===== src/rtl/dmab_pkg.sv =====
package dmab_pkg;

    parameter int ADDR_W = 32;
    parameter int LEN_W  = 16;
    parameter int BYTE_W = 8;

    typedef logic [ADDR_W-1:0] addr_t;
    typedef logic [LEN_W-1:0]  len_t;
    typedef logic [BYTE_W-1:0] byte_t;

    typedef enum logic [1:0] {
        ST_IDLE = 2'd0,
        ST_RUN  = 2'd1,
        ST_FIN  = 2'd2
    } bstate_e;

    typedef struct packed {
        addr_t addr;
        len_t  len;
        logic  wr;
        logic  bypass;
    } xfer_t;

    // Combined address: OR with base, bit 0 dropped when swapping.
    function automatic addr_t form_addr(addr_t a, addr_t base, logic bypass);
        addr_t m;
        m = '1;
        m[0] = bypass;
        return (a | base) & m;
    endfunction

    // Effective length: rounded down to even when swapping.
    function automatic len_t form_len(len_t l, logic bypass);
        len_t m;
        m = '1;
        m[0] = bypass;
        return l & m;
    endfunction

endpackage


===== src/rtl/dmab_swap.sv =====
module dmab_swap
    import dmab_pkg::*;
(
    input  logic  clk,
    input  logic  rst,
    input  logic  clear,
    input  logic  swap_en,
    input  logic  in_valid,
    output logic  in_ready,
    input  byte_t in_data,
    output logic  out_valid,
    input  logic  out_ready,
    output byte_t out_data
);

    byte_t first_q, second_q;
    logic  draining, slot, oidx;
    logic  in_fire, out_fire;

    assign in_ready  = !draining;
    assign out_valid = draining;
    assign in_fire   = in_valid && in_ready;
    assign out_fire  = out_valid && out_ready;
    assign out_data  = (swap_en && !oidx) ? second_q : first_q;

    always_ff @(posedge clk) begin
        if (rst || clear) begin
            draining <= 1'b0;
            slot     <= 1'b0;
            oidx     <= 1'b0;
            first_q  <= '0;
            second_q <= '0;
        end else begin
            if (in_fire) begin
                if (!slot) first_q <= in_data;
                else       second_q <= in_data;
                if (swap_en && !slot) begin
                    slot <= 1'b1;
                end else begin
                    slot     <= 1'b0;
                    draining <= 1'b1;
                end
            end
            if (out_fire) begin
                if (swap_en && !oidx) begin
                    oidx <= 1'b1;
                end else begin
                    oidx     <= 1'b0;
                    draining <= 1'b0;
                end
            end
        end
    end

    AST_OUT_HOLD: assert property (@(posedge clk) disable iff (rst)
        out_valid && !out_ready && !clear |=> out_valid && $stable(out_data));

    AST_PAIR_COMPLETE: assert property (@(posedge clk) disable iff (rst)
        $rose(out_valid) && swap_en |-> $past(in_fire) && $past(slot));

endmodule


===== src/rtl/dmab_chunker.sv =====
module dmab_chunker
    import dmab_pkg::*;
#(
    parameter int CHUNK = 64
) (
    input  logic  clk,
    input  logic  rst,
    input  logic  start,
    input  xfer_t desc,
    output logic  busy,
    output logic  cmd_valid,
    input  logic  cmd_ready,
    output logic  cmd_write,
    output addr_t cmd_addr,
    output len_t  cmd_len
);

    localparam len_t CHUNK_L = len_t'(CHUNK);

    addr_t cur_addr;
    len_t  remain;
    logic  chunked;
    logic  wr_q;

    assign busy      = (remain != '0);
    assign cmd_valid = busy;
    assign cmd_write = wr_q;
    assign cmd_addr  = cur_addr;
    assign cmd_len   = (chunked && remain > CHUNK_L) ? CHUNK_L : remain;

    always_ff @(posedge clk) begin
        if (rst) begin
            cur_addr <= '0;
            remain   <= '0;
            chunked  <= 1'b0;
            wr_q     <= 1'b0;
        end else if (start) begin
            cur_addr <= desc.addr;
            remain   <= desc.len;
            chunked  <= desc.wr && !desc.bypass;
            wr_q     <= desc.wr;
        end else if (cmd_valid && cmd_ready) begin
            cur_addr <= cur_addr + addr_t'(cmd_len);
            remain   <= remain - cmd_len;
        end
    end

    AST_CMD_HOLD: assert property (@(posedge clk) disable iff (rst)
        cmd_valid && !cmd_ready |=> cmd_valid && $stable(cmd_addr) && $stable(cmd_len));

    AST_NO_EMPTY_CMD: assert property (@(posedge clk) disable iff (rst)
        cmd_valid |-> cmd_len != '0);

endmodule


===== src/rtl/dmab_bridge.sv =====
module dmab_bridge
    import dmab_pkg::*;
#(
    parameter int CHUNK = 64
) (
    input  logic                clk,
    input  logic                rst,
    input  logic                base_we,
    input  logic [ADDR_W-1:0]   base_din,
    input  logic                req_valid,
    output logic                req_ready,
    input  logic [ADDR_W-1:0]   req_addr,
    input  logic [LEN_W-1:0]    req_len,
    input  logic                req_write,
    input  logic                req_bypass,
    input  logic                per_wr_valid,
    output logic                per_wr_ready,
    input  logic [BYTE_W-1:0]   per_wr_data,
    output logic                per_rd_valid,
    input  logic                per_rd_ready,
    output logic [BYTE_W-1:0]   per_rd_data,
    output logic                mem_cmd_valid,
    input  logic                mem_cmd_ready,
    output logic                mem_cmd_write,
    output logic [ADDR_W-1:0]   mem_cmd_addr,
    output logic [LEN_W-1:0]    mem_cmd_len,
    output logic                mem_wr_valid,
    input  logic                mem_wr_ready,
    output logic [BYTE_W-1:0]   mem_wr_data,
    input  logic                mem_rd_valid,
    output logic                mem_rd_ready,
    input  logic [BYTE_W-1:0]   mem_rd_data,
    output logic                done
);

    bstate_e state;
    xfer_t   desc, nd;
    addr_t   base_q;
    len_t    in_cnt, out_cnt;
    logic    run, accept, src_open, cmd_busy;
    logic    sw_in_valid, sw_in_ready, sw_out_valid, sw_out_ready;
    byte_t   sw_in_data, sw_out_data;
    logic    src_fire, dst_fire;

    assign run       = (state == ST_RUN);
    assign req_ready = (state == ST_IDLE);
    assign accept    = req_valid && req_ready;
    assign done      = (state == ST_FIN);

    always_comb begin
        nd.addr   = form_addr(req_addr, base_q, req_bypass);
        nd.len    = form_len(req_len, req_bypass);
        nd.wr     = req_write;
        nd.bypass = req_bypass;
    end

    assign src_open    = run && (in_cnt != desc.len);
    assign sw_in_valid = src_open && (desc.wr ? per_wr_valid : mem_rd_valid);
    assign sw_in_data  = desc.wr ? per_wr_data : mem_rd_data;
    assign per_wr_ready = src_open && desc.wr && sw_in_ready;
    assign mem_rd_ready = src_open && !desc.wr && sw_in_ready;

    assign mem_wr_valid = run && desc.wr && sw_out_valid;
    assign per_rd_valid = run && !desc.wr && sw_out_valid;
    assign mem_wr_data  = sw_out_data;
    assign per_rd_data  = sw_out_data;
    assign sw_out_ready = run && (desc.wr ? mem_wr_ready : per_rd_ready);

    assign src_fire = sw_in_valid && sw_in_ready;
    assign dst_fire = run && sw_out_valid && sw_out_ready;

    always_ff @(posedge clk) begin
        if (rst) begin
            state   <= ST_IDLE;
            base_q  <= '0;
            desc    <= '0;
            in_cnt  <= '0;
            out_cnt <= '0;
        end else begin
            if (base_we) base_q <= base_din;
            unique case (state)
                ST_IDLE: begin
                    if (accept) begin
                        desc    <= nd;
                        in_cnt  <= '0;
                        out_cnt <= '0;
                        state   <= (nd.len == '0) ? ST_FIN : ST_RUN;
                    end
                end
                ST_RUN: begin
                    if (src_fire) in_cnt  <= in_cnt + len_t'(1);
                    if (dst_fire) out_cnt <= out_cnt + len_t'(1);
                    if (out_cnt == desc.len && !cmd_busy) state <= ST_FIN;
                end
                ST_FIN:  state <= ST_IDLE;
                default: state <= ST_IDLE;
            endcase
        end
    end

    dmab_swap u_swap (
        .clk       (clk),
        .rst       (rst),
        .clear     (accept),
        .swap_en   (!desc.bypass),
        .in_valid  (sw_in_valid),
        .in_ready  (sw_in_ready),
        .in_data   (sw_in_data),
        .out_valid (sw_out_valid),
        .out_ready (sw_out_ready),
        .out_data  (sw_out_data)
    );

    dmab_chunker #(.CHUNK(CHUNK)) u_chunk (
        .clk       (clk),
        .rst       (rst),
        .start     (accept),
        .desc      (nd),
        .busy      (cmd_busy),
        .cmd_valid (mem_cmd_valid),
        .cmd_ready (mem_cmd_ready),
        .cmd_write (mem_cmd_write),
        .cmd_addr  (mem_cmd_addr),
        .cmd_len   (mem_cmd_len)
    );

    AST_DONE_PULSE: assert property (@(posedge clk) disable iff (rst)
        done |=> !done);

    AST_CHUNK_BOUND: assert property (@(posedge clk) disable iff (rst)
        mem_cmd_valid && mem_cmd_write && !desc.bypass |-> mem_cmd_len <= len_t'(CHUNK));

    AST_EVEN_CMD: assert property (@(posedge clk) disable iff (rst)
        mem_cmd_valid && !desc.bypass |-> !mem_cmd_addr[0] && !mem_cmd_len[0]);

    AST_NO_SURPLUS: assert property (@(posedge clk) disable iff (rst)
        run |-> in_cnt <= desc.len);

endmodule


===== config.mk =====
export PLATFORM = sky130hd
export DESIGN_NAME = dmab_bridge
export DESIGN_NICKNAME = d
export VERILOG_FILES = /design/src/rtl/dmab_pkg.sv /design/src/rtl/dmab_swap.sv /design/src/rtl/dmab_chunker.sv /design/src/rtl/dmab_bridge.sv
export SDC_FILE = /design/constraint.sdc
export NUM_CORES = 1
export LEC_CHECK = 0
export BUFFER_PORTS_ARGS = -buffer_cell sky130_fd_sc_hd__buf_2
export CORE_MARGIN = 3
export CORE_UTILIZATION = 59
export CTS_BUF_LIST = sky130_fd_sc_hd__clkbuf_8 sky130_fd_sc_hd__clkbuf_16
export CTS_CLUSTER_DIAMETER = 60
export DETAILED_ROUTE_END_ITERATION = 10
export PLACE_DENSITY = 0.95
export SLEW_MARGIN = 20
export SYNTH_ARGS = -nofsm -noshare
export SYNTH_HDL_FRONTEND = slang
export SYNTH_SLANG_ARGS = --single-unit

===== constraint.sdc =====
create_clock -name clk -period 12.3 [get_ports clk]
set_clock_uncertainty 0.15 [all_clocks]
set_input_delay 1.845 -clock clk [delete_from_list [all_inputs] [get_ports clk]]
set_output_delay 1.845 -clock clk [all_outputs]
set_load 0.01 [all_outputs]

==> results.sh, run 1 <==
export IMPL_fin_crit_sh_pct=40.5
export IMPL_cts_tree="yes"
export IMPL_cts_made_buffers=17
export IMPL_gp_congestion=0.933
export IMPL_vdd_ir_drop_worst_mv=0.108
export IMPL_cp_max_fo=17
export IMPL_clk_pin_slew_worst_paths_ps=60
export IMPL_syn_inst=994
export IMPL_postCtsSetupBuffers=0
export IMPL_cts_root_buf="clkbuf_16"
export IMPL_r2r_start="u_chunk.remain[10]"
export IMPL_num_vias=8400
export IMPL_area_growth_pct=18.1
export IMPL_finalMaxSlewViolations=0
export IMPL_hold_violations=0
export IMPL_ant_nets=0
export IMPL_timing_fmax_mhz=201
export IMPL_avgRoutedWirePerCell_um=18.4
export IMPL_dp_hpwl_um=16900
export IMPL_dieHeight_um=125
export IMPL_cts_resized=0
export IMPL_relSlewSlack_pct=29.6
export IMPL_min_path_cells=2
export IMPL_syn_num_nets=1121
export IMPL_crit_path_frequent_cell="nand2_1"
export IMPL_crit_path_max_incr_delay_ps=900
export IMPL_min_from="u_chunk.remain[0]"
export IMPL_synth_most_common_cell="dfxtp_1"
export IMPL_drv_cap=0
export IMPL_synth_edf_count=0
export IMPL_ys_seq_area_share_pct=36.7
export IMPL_cp_arrival_ps=5170
export IMPL_clock_sinks=152
export IMPL_setup_tns_ps=0
export IMPL_powerDensity_mw_per_mm2=143
export IMPL_startpoint="u_chunk.remain[10]"
export IMPL_synth_area_per_cell_um2=8.35
export IMPL_rsz0062_at_grt="no"
export IMPL_grt_max_degree=100
export IMPL_timing_reg2reg_setup_slack_ps=7320
export IMPL_initial_core_util_pct=61.5
export IMPL_final_min_clock_period_ps=4980
export IMPL_tightest_slew_ps=1060
export IMPL_dr_pass1_iters=7
export IMPL_synth_top_area_share_pct=36.7
export IMPL_crit_buf_inv=0
export IMPL_worst_slack_ps=7320
export IMPL_async_flop_share_pct=0
export IMPL_place_ws_ps=7240
export IMPL_gr_total_overflow=0
export IMPL_synthFlopType="dfxtp_1"
export IMPL_pwr_share_seq_pct=40.1
export IMPL_holdBufCountCts=0
export IMPL_insertion_delay_ps=430
export IMPL_ys_top_cells_by_count="152 x dfxtp_1, 104 x nor2_1, 91 x nand2_1, 66 x a21oi_1"
export IMPL_status="finished, final reports clean"
export IMPL_yosys_top_cells_area="dfxtp_1 37%, mux2i_1 5.4%, nor2_1 4.7%, xor2_1 4.2%, nand2_1 4.1%"
export IMPL_fp_row_count=42
export IMPL_vias_per_cell=6.38
export IMPL_power_frac_clock_pct=40.7
export IMPL_grt_pass1_wl_um=39300
export IMPL_switching_power_mw=0.409
export IMPL_reg2reg_depth=11
export IMPL_crit_slowest_cell="o31ai_2"
export IMPL_dieArea_mm2=0.0155
export IMPL_p_comb_share_pct=19.2
export IMPL_internal_power_mw=0.993
export IMPL_fill_cells=1011
export IMPL_path_class="flip-flop to flip-flop"
export IMPL_layout_nets=1255
export IMPL_synth_largest_area_cell="dfxtp_1"
export IMPL_end_kind="flip-flop"
export IMPL_die_x_um=125
export IMPL_cp_cell_sequence="nor4_1, nand2_1, o31ai_2, nand2_1, ha_1, o211ai_1, a21boi_0, o2111ai_1, and2_1, or4_1, a311oi_2"
export IMPL_num_io_pins=179
export IMPL_synth_cell_type_count=72
export IMPL_ys_seq_elements=152
export IMPL_dr_first_iter_drc_count=777
export IMPL_diodes=0
export IMPL_crit_path_start_kind="flip-flop"
export IMPL_core_mm2=0.0135
export IMPL_grt_pass1_vias=8131
export IMPL_drc=0
export IMPL_power_switching_share_pct=29.1
export IMPL_post_route_cells_drive_above_1_share_pct=21.3
export IMPL_port_buffers=178
export IMPL_worstPathRequired_ps=12490
export IMPL_worstReg2RegEnd="u_chunk.cmd_addr[21]"
export IMPL_cts_buffer_depth=2
export IMPL_synth_warnings=0
export IMPL_routed_wl_um=24200
export IMPL_antenna_found_initial=0
export IMPL_htreeDepth=4
export IMPL_track_usage_pct=30.5
export IMPL_p_total_mw=1.40
export IMPL_final_setup_viol_count=0
export IMPL_path_delay_family="compound AO/OA/AOI/OAI gates"
export IMPL_hold_end="u_chunk.remain[0]"
export IMPL_power_leakage_nw=4.18
export IMPL_min_path_type="flip-flop to flip-flop"
export IMPL_netlist_area_mm2=0.00830
[worst register-to-register path: cells and delay by family, from the launching register on]
family / cells / cell delay (ps)
AO/OA/AOI/OAI: 5 / 2200
flip-flops: 1 / 380
AND/OR/NAND/NOR: 5 / 1740
adder cells (fa/ha/maj): 1 / 430
[cells in the final DEF (no fill, tap or decap), types with 6 or more instances in the layout]
master and instances:
buf_2 177, dfxtp_1 152, nor2_1 104, nand2_1 90, a21oi_1 66, nor3_1 45, mux2i_1 45, xor2_1 40
a211oi_1 40, o21ai_0 37, nand3_1 24, nor4_1 22, ha_1 19, nand4_1 18, xnor2_1 18, or3_1 17
clkbuf_16 17, a311oi_1 16, inv_1 12, and3_1 12, or4_1 12, and2_1 11, nor2b_1 10, mux2_2 10
o31ai_1 10, and4_1 8, o211ai_1 7, a221oi_1 6, buf_4 6
[final cells by class]
type	instances	area (um^2)	area share [%]
clock buffers	18	439	4.48
well taps	176	220	2.25
inverters	12	45.0	0.459
clock inverters	13	203	2.07
repair buffers	183	931	9.49
flip-flops and latches	152	3040	31.0
multi-input cells	762	4920	50.2
[state kept, by name, indices dropped and copies added (netlist names)]
register,count
state,2
base_q,32
out_cnt,16
u_chunk.chunked,1
desc,18
u_chunk.remain,16
u_swap.first_q,8
u_swap.second_q,8
u_swap.slot,1
u_swap.oidx,1
u_swap.out_valid,1
in_cnt,16
u_chunk.cmd_addr,32
[cell families after synthesis]
family | Yosys count | share of synthesized area [%]
simple gates | 387 | 22.9
compound gates | 241 | 20.0
flops | 152 | 36.7
buf+inv | 80 | 4.42
xor+xnor | 58 | 6.12
mux | 55 | 6.78
fa+ha+maj | 20 | 3.11
other cells | 1 | 0.0452
[worst max-delay path by stage]
stage	end	slack (ps)	depth (start not counted)
3_5_place_dp	u_chunk.cmd_addr[22]	7240	11
6_report	u_chunk.cmd_addr[21]	7320	11
3_3_place_gp	u_chunk.cmd_addr[16]	7420	11
2_1_floorplan	u_chunk.cmd_addr[16]	8010	14
5_1_grt	u_chunk.cmd_addr[21]	6990	11
4_1_cts	u_chunk.cmd_addr[22]	7150	11
[power groups by stage]
| stage | Sequential, mW | Combinational (mW) | Clock (mW) |
|---|---|---|---|
| 5_1_grt | 0.566 | 0.297 | 0.596 |
| 2_1_floorplan | 0.564 | 0.180 | 0 |
| 3_5_place_dp | 0.570 | 0.262 | 0 |
| 6_report | 0.562 | 0.270 | 0.570 |
| 3_3_place_gp | 0.569 | 0.256 | 0 |
| 4_1_cts | 0.561 | 0.265 | 0.575 |
[stage by stage]
stage / hold WS (ps) / std cells / utilization (%) / area (um^2)
6_report: 340 / 1316 / 72.6 / 9800
5_1_grt: 366 / 1316 / 72.6 / 9800
4_1_cts: 340 / 1316 / 72.5 / 9790
3_5_place_dp: 318 / 1285 / 67.8 / 9150
3_3_place_gp: 307 / 1285 / 67.8 / 9150
2_1_floorplan: 295 / 994 / - / 8300
[layer usage]
metal	wire length, um	global-route usage, %	up-vias
met5	0	0	-
met4	773	12.2	0
met3	2320	7.98	72
met2	11400	49.3	465
met1	9670	38.8	3918
li1	-	-	3945
No activity file was read; power rests on OpenSTA's default activity.
==> run 2: changes to the inputs <==
Settings changed: ABC_AREA set to 1, CORE_UTILIZATION 59 to 56, PLACE_DENSITY 0.95 to 0.92.
Clock period 12.3 ns to 5 ns, I/O delays scaled along.
==> run 2 against run 1 <==
  * Sequential share of layout area decreased by 1.7 points
  * Utilization decreased by 4.8 points
  * Clock power increased by 150%
  * Cell area increased by 5.9%
  * Register-to-register slack got worse by 6000 ps
  * Worst setup slack got worse by 6000 ps
  * Non-clock buffer count decreased by 1
  * Cell count increased by 27%
  * Die area increased by 11%
  * First-iteration DRC count increased by 12%
  * Count of clock-buffer cells in the layout increased by 5
  * Total power increased to 2.5 times the previous value
  * Largest cell class unchanged
==> results.sh, run 2 <==
export IMPL_timing_fmax_mhz=275
export IMPL_setup_tns_ps=0
export IMPL_dieArea_mm2=0.0173
export IMPL_synth_area_per_cell_um2=6.75
export IMPL_htreeDepth=4
export IMPL_cts_resized=0
export IMPL_layout_cells_non_filler=1675
export IMPL_die_x_um=131
export IMPL_cts_tree="yes"
export IMPL_fin_crit_sh_pct=72.8
export IMPL_dp_hpwl_um=19300
export IMPL_pwr_share_seq_pct=39.3
export IMPL_cts_buffer_depth=2
export IMPL_initial_core_util_pct=57.6
export IMPL_crit_buf_inv=1
export IMPL_relSlewSlack_pct=34.6
export IMPL_syn_inst=1307
export IMPL_clock_sinks=152
export IMPL_synth_warnings=0
export IMPL_async_flop_share_pct=0
export IMPL_hold_violations=0
export IMPL_synth_edf_count=0
export IMPL_num_vias=9393
export IMPL_avgRoutedWirePerCell_um=15.6
export IMPL_synth_largest_area_cell="dfxtp_1"
export IMPL_netlist_area_mm2=0.00882
export IMPL_dpl_cell_area_mm2=0.00974
export IMPL_powerDensity_mw_per_mm2=340
export IMPL_ys_top_cells_by_count="244 x nand2_1, 221 x nor2_1, 152 x dfxtp_1, 119 x o21ai_0, 117 x inv_1"
export IMPL_crit_path_start_kind="flip-flop"
export IMPL_path_class="flip-flop to flip-flop"
export IMPL_grt_pass1_vias=9073
export IMPL_power_frac_clock_pct=40.0
export IMPL_ant_nets=0
export IMPL_syn_num_nets=1434
export IMPL_area_growth_pct=17.8
export IMPL_status="finished, final reports clean"
export IMPL_cts_made_buffers=17
export IMPL_port_buffers=178
export IMPL_layout_common_cells="244 x nand2_1, 220 x nor2_1, 178 x buf_2"
export IMPL_path_delay_family="simple AND/OR/NAND/NOR gates"
export IMPL_insertion_delay_ps=430
export IMPL_ys_seq_elements=152
export IMPL_gr_total_overflow=0
export IMPL_power_leakage_nw=4.68
export IMPL_multi_input_area_mm2=0.00505
export IMPL_dr_pass1_iters=6
export IMPL_cts_root_buf="clkbuf_16"
export IMPL_grt_max_degree=68
export IMPL_diodes=0
export IMPL_core_mm2=0.0153
export IMPL_final_setup_viol_count=0
export IMPL_end_kind="flip-flop"
export IMPL_yosys_top_cells_area="dfxtp_1 35%, nand2_1 10%, nor2_1 9.4%, o21ai_0 6.8%, a21oi_1 5.1%"
export IMPL_post_route_cells_drive_above_1_share_pct=17.6
export IMPL_stdcell_area_mm2=0.0104
export IMPL_crit_path_max_incr_delay_ps=440
export IMPL_cp_arrival_ps=3850
export IMPL_internal_power_mw=2.46
export IMPL_gp_congestion=0.976
export IMPL_clk_pin_slew_worst_paths_ps=60
export IMPL_crit_slowest_cell="nand2_1"
export IMPL_p_comb_share_pct=20.7
export IMPL_finalMaxSlewViolations=0
export IMPL_crit_path_frequent_cell="nand2_1"
export IMPL_synthFlopType="dfxtp_1"
export IMPL_drv_cap=0
export IMPL_dr_first_iter_drc_count=872
export IMPL_layout_commonest_cell="nand2_1"
export IMPL_synth_top_area_share_pct=34.5
export IMPL_final_min_clock_period_ps=3640
export IMPL_postCtsSetupBuffers=0
export IMPL_routed_wl_um=26100
export IMPL_min_path_type="flip-flop to flip-flop"
export IMPL_dieHeight_um=131
export IMPL_synth_most_common_cell="nand2_1"
export IMPL_antenna_found_initial=0
export IMPL_grt_pass1_wl_um=43600
export IMPL_rsz0062_at_grt="no"
export IMPL_fill_cells=1319
export IMPL_switching_power_mw=1.07
export IMPL_worstPathRequired_ps=5210
export IMPL_holdBufCountCts=0
export IMPL_num_io_pins=179
export IMPL_worst_slack_ps=1360
export IMPL_drc=0
export IMPL_vdd_ir_drop_worst_mv=0.292
export IMPL_synth_cell_type_count=55
export IMPL_layout_nets=1579
export IMPL_fp_row_count=45
export IMPL_dp_cells=1644
export IMPL_cp_cell_sequence="nor2_1, nand2_1, o21ai_2, nand2_2, nand2_1, nand2_1, inv_1, ha_1, fa_1, nand2_1, a21oi_2, nand3_1, nand2_1, nand3_1, nand2_2, nand2_1, nor2_2, nand2_1, nand2_1, nand3_1, a21oi_1"
export IMPL_tightest_slew_ps=980
export IMPL_place_ws_ps=1500
export IMPL_seqCellArea_mm2=0.00304
export IMPL_power_switching_share_pct=30.2
export IMPL_track_usage_pct=30.1
export IMPL_vias_per_cell=5.61
export IMPL_ys_seq_area_share_pct=34.5
export IMPL_cp_max_fo=17
run 2: cell count changes after synthesis, sizes merged, moves of 17 or more:
| cell | delta |
|---|---|
| mux2i | -37 |
| a211oi | -39 |
| nand2 | +163 |
| a31oi | +17 |
| a21oi | +25 |
| nor2 | +127 |
| inv | +109 |
| nand3 | +46 |
| o21ai | +82 |
| or3 | -17 |
run 2: area by class of cell:
class	count	area share [%]
multi-input combinational	976	48.6
sequential	152	29.3
timing repair buffer	182	8.87
clock buffer	23	4.89
inverter	123	4.44
tap	211	2.54
clock inverter	8	1.37
run 2: worst paths after layout:
| path | slack, ps | endpoint | startpoint | depth (start not counted) |
|---|---|---|---|---|
| max | 1360 | u_chunk.cmd_addr[28] | u_chunk.remain[4] | 21 |
| min | 330 | u_swap.first_q[4] | u_swap.first_q[4] | 2 |
| max reg2reg | 1360 | u_chunk.cmd_addr[28] | u_chunk.remain[4] | 21 |
| min reg2reg | 330 | u_swap.first_q[4] | u_swap.first_q[4] | 2 |
run 2: worst reg2reg max path, cell delays in order (launching register included):
cell     delay (ps)
dfxtp_1         330
nor2_1          150
nand2_1         100
o21ai_2         240
nand2_2         130
nand2_1         440
nand2_1         140
inv_1           120
ha_1            220
fa_1            220
nand2_1          90
a21oi_2         210
nand3_1          90
nand2_1         140
nand3_1         100
nand2_2         100
nand2_1          90
nor2_2          160
nand2_1          70
nand2_1          60
nand3_1          60
a21oi_1         150
run 2: stage by stage:
step / total power, mW / hold slack [ps] / util [%]
after floorplan: 1.88 / 291 / -
after global placement: 2.11 / 302 / 63.6
after detailed placement: 2.13 / 320 / 63.6
after CTS: 3.53 / 333 / 67.8
after global routing: 3.67 / 347 / 67.8
final: 3.53 / 330 / 67.8
run 2: layer usage:
layer  wire, um  GRT usage (%)
met1      10800           38.0
met2      12300           50.4
met3       2310           6.85
met4        728           11.2
met5          0              0
run 2: logic make-up (layout without fill, tap and decap cells):
logic type | count (synthesis) | count (layout) | synth area share [%]
AOI/OAI and AO/OA | 268 | 268 | 16.6
xor gates and xnor gates | 47 | 47 | 4.67
adders and majority gates | 20 | 20 | 2.92
buffers and inverters | 179 | 336 | 8.30
DFF | 152 | 152 | 34.5
muxes | 16 | 16 | 1.93
other | 1 | 1 | 0.0425
and+or+nand+nor | 624 | 624 | 31.0
run 2: power by group through the flow:
stage	combinational (mW)	clock (mW)	sequential, mW
3_3_place_gp	0.702	0	1.41
4_1_cts	0.721	1.42	1.39
6_report	0.729	1.41	1.39
5_1_grt	0.815	1.46	1.40
3_5_place_dp	0.715	0	1.41
2_1_floorplan	0.474	0	1.40
==> run 3: changes to the inputs <==
Settings changed: CORE_UTILIZATION 56 to 50, PLACE_DENSITY 0.92 to 0.88.
Clock period 5 ns to 2.93 ns, I/O delays scaled along.
==> run 3 against run 2 <==
  * The run now ends with setup timing left
  * First-iteration DRC count down 4.7%
  * Routed wire length is 8.2% higher
  * Global-route usage is 2.8 points lower
  * Die area grew 11%
  * Utilization is 1.6 points lower
  * Critical path depth decreased by 2
  * Sequential power grew 71%
  * Non-clock buffer count is 65 higher
  * Clock power increased by 70%
  * Total power grew 78%
  * Combinational power increased by 110%
  * Register-to-register slack got worse by 1400 ps
  * Critical path type unchanged
  * Largest power group unchanged
  * Highest routed layer unchanged
==> results.sh, run 3 (synthesis gave the netlist of run 2 again) <==
export IMPL_status="complete, but fails checks"
export IMPL_violations="setup timing"
export IMPL_r2r_start="u_chunk.remain[5]"
export IMPL_cp_cell_sequence="nor2_4, nand2_2, o21ai_2, nand2_2, nand2_4, nand2_2, inv_2, ha_4, fa_2, nand2_4, a21oi_4, nand3_2, nand2_2, nand3_2, nand2_4, nand3b_1, o21ai_1, nand3_1, a21oi_1"
export IMPL_end_kind="flip-flop"
export IMPL_port_buffers=178
export IMPL_power_leakage_nw=5.05
export IMPL_routed_wl_um=28200
export IMPL_ant_nets=0
export IMPL_drc=0
export IMPL_layout_cells_non_filler=1751
export IMPL_place_ws_ps=-97.4
export IMPL_num_vias=9642
export IMPL_gp_congestion=0.988
export IMPL_grt_pass1_wl_um=43700
export IMPL_layout_nets=1644
export IMPL_cts_made_buffers=17
export IMPL_antenna_found_initial=1
export IMPL_min_path_type="input port to flip-flop"
export IMPL_cts_root_buf="clkbuf_16"
export IMPL_grt_max_degree=50
export IMPL_cts_buffer_depth=2
export IMPL_crit_slowest_cell="dfxtp_2"
export IMPL_tightest_slew_ps=1080
export IMPL_cp_max_fo=5
export IMPL_core_mm2=0.0169
export IMPL_drv_cap=0
export IMPL_finalMaxSlewViolations=0
export IMPL_crit_buf_inv=1
export IMPL_initial_core_util_pct=52.1
export IMPL_worstReg2RegEnd="u_chunk.cmd_addr[30]"
export IMPL_clk_pin_slew_worst_paths_ps=70
export IMPL_cp_arrival_ps=3150
export IMPL_final_min_clock_period_ps=2940
export IMPL_crit_path_start_kind="flip-flop"
export IMPL_grt_pass1_vias=8939
export IMPL_powerDensity_mw_per_mm2=559
export IMPL_fp_row_count=47
export IMPL_relSlewSlack_pct=28.0
export IMPL_crit_path_max_incr_delay_ps=340
export IMPL_vdd_ir_drop_worst_mv=0.433
export IMPL_min_from="base_din[8]"
export IMPL_track_usage_pct=27.3
export IMPL_timing_fmax_mhz=341
export IMPL_area_growth_pct=27.1
export IMPL_num_io_pins=179
export IMPL_dr_pass1_iters=5
export IMPL_clock_sinks=152
export IMPL_reg2reg_depth=19
export IMPL_dp_cells=1707
export IMPL_path_delay_family="simple AND/OR/NAND/NOR gates"
export IMPL_crit_path_frequent_cell="nand2_2"
export IMPL_hold_end="base_q[8]"
export IMPL_final_setup_viol_count=1
export IMPL_dieHeight_um=139
export IMPL_path_class="flip-flop to flip-flop"
export IMPL_dr_first_iter_drc_count=831
export IMPL_post_route_cells_drive_above_1_share_pct=25.1
export IMPL_vias_per_cell=5.51
export IMPL_die_x_um=139
export IMPL_dieArea_mm2=0.0193
export IMPL_layout_commonest_cell="nand2_1"
export IMPL_htreeDepth=4
export IMPL_insertion_delay_ps=430
export IMPL_setup_tns_ps=-6.51
export IMPL_fin_crit_sh_pct=100
export IMPL_layout_common_cells="231 x nand2_1, 214 x nor2_1, 178 x buf_2"
export IMPL_min_path_cells=3
export IMPL_gr_total_overflow=0
export IMPL_dp_hpwl_um=20100
export IMPL_timing_reg2reg_setup_slack_ps=-7
export IMPL_hold_violations=0
export IMPL_rsz0062_at_grt="yes"
export IMPL_cts_tree="yes"
export IMPL_worst_slack_ps=-6.51
export IMPL_worstPathRequired_ps=3140
export IMPL_avgRoutedWirePerCell_um=16.1
==> run 3: repair_timing <==
item,4_1_cts,5_1_grt
gates resized for setup,7,74
hold endpoints to repair,0,0
hold buffers,0,0
cloned,0,0
setup endpoints to repair,19,25
setup buffers,2,9
pin swaps,4,30
==> run 3: how the worst max path moves through the flow <==
stage                      start              endpoint  slack (ps)  depth (start not counted)
6_report       u_chunk.remain[5]  u_chunk.cmd_addr[30]          -7                         19
5_1_grt        u_chunk.remain[5]  u_chunk.cmd_addr[30]        -140                         19
4_1_cts        u_chunk.remain[4]  u_chunk.cmd_addr[28]           8                         21
3_5_place_dp   u_chunk.remain[4]  u_chunk.cmd_addr[28]        -100                         21
3_3_place_gp   u_chunk.remain[4]  u_chunk.cmd_addr[15]         -10                         18
2_1_floorplan  u_chunk.remain[4]  u_chunk.cmd_addr[13]           5                         19
==> run 3: through the flow <==
step                power [mW]  instance area, um^2  utilization, %  hold slack, ps
floorplan                 3.20                 8820               -             291
global route              6.52                11200            66.2            85.4
CTS                       6.11                10800            64.0            65.9
global placement          3.71                10200            60.0             303
finish                    6.26                11200            66.2            72.8
detailed placement        3.74                10200            60.0             312
==> run 3: area by class of cell <==
class,instances,area [um^2]
fillers,1419,5730
multi-input cells,976,5360
well taps,220,275
repair buffers,247,1430
clock buffers,17,425
diodes,1,2.50
inverters,123,462
flip-flops and latches,152,3050
clock inverters,15,209
==> run 3: worst register-to-register path, delay by kind of cell, from the launching register on <==
family	cells	cell delay, ps
DFF	1	340
buffers and inverters	1	90
and+or+nand+nor	12	1180
AOI/OAI and AO/OA	4	730
adders and majority gates	2	380
==> run 3: layer usage <==
metal	GRT usage, %	part of all wire (%)	up-vias
met5	0	0	-
met4	10.7	3.1	0
met3	5.76	8.3	67
met2	44.8	47	412
met1	35.4	41	4431
li1	-	-	4732
==> run 3: report_power, final <==
group	internal (mW)	switching [mW]
Combinational	0.590	0.909
Clock	1.38	1.02
Sequential	2.21	0.155
Total	4.19	2.08
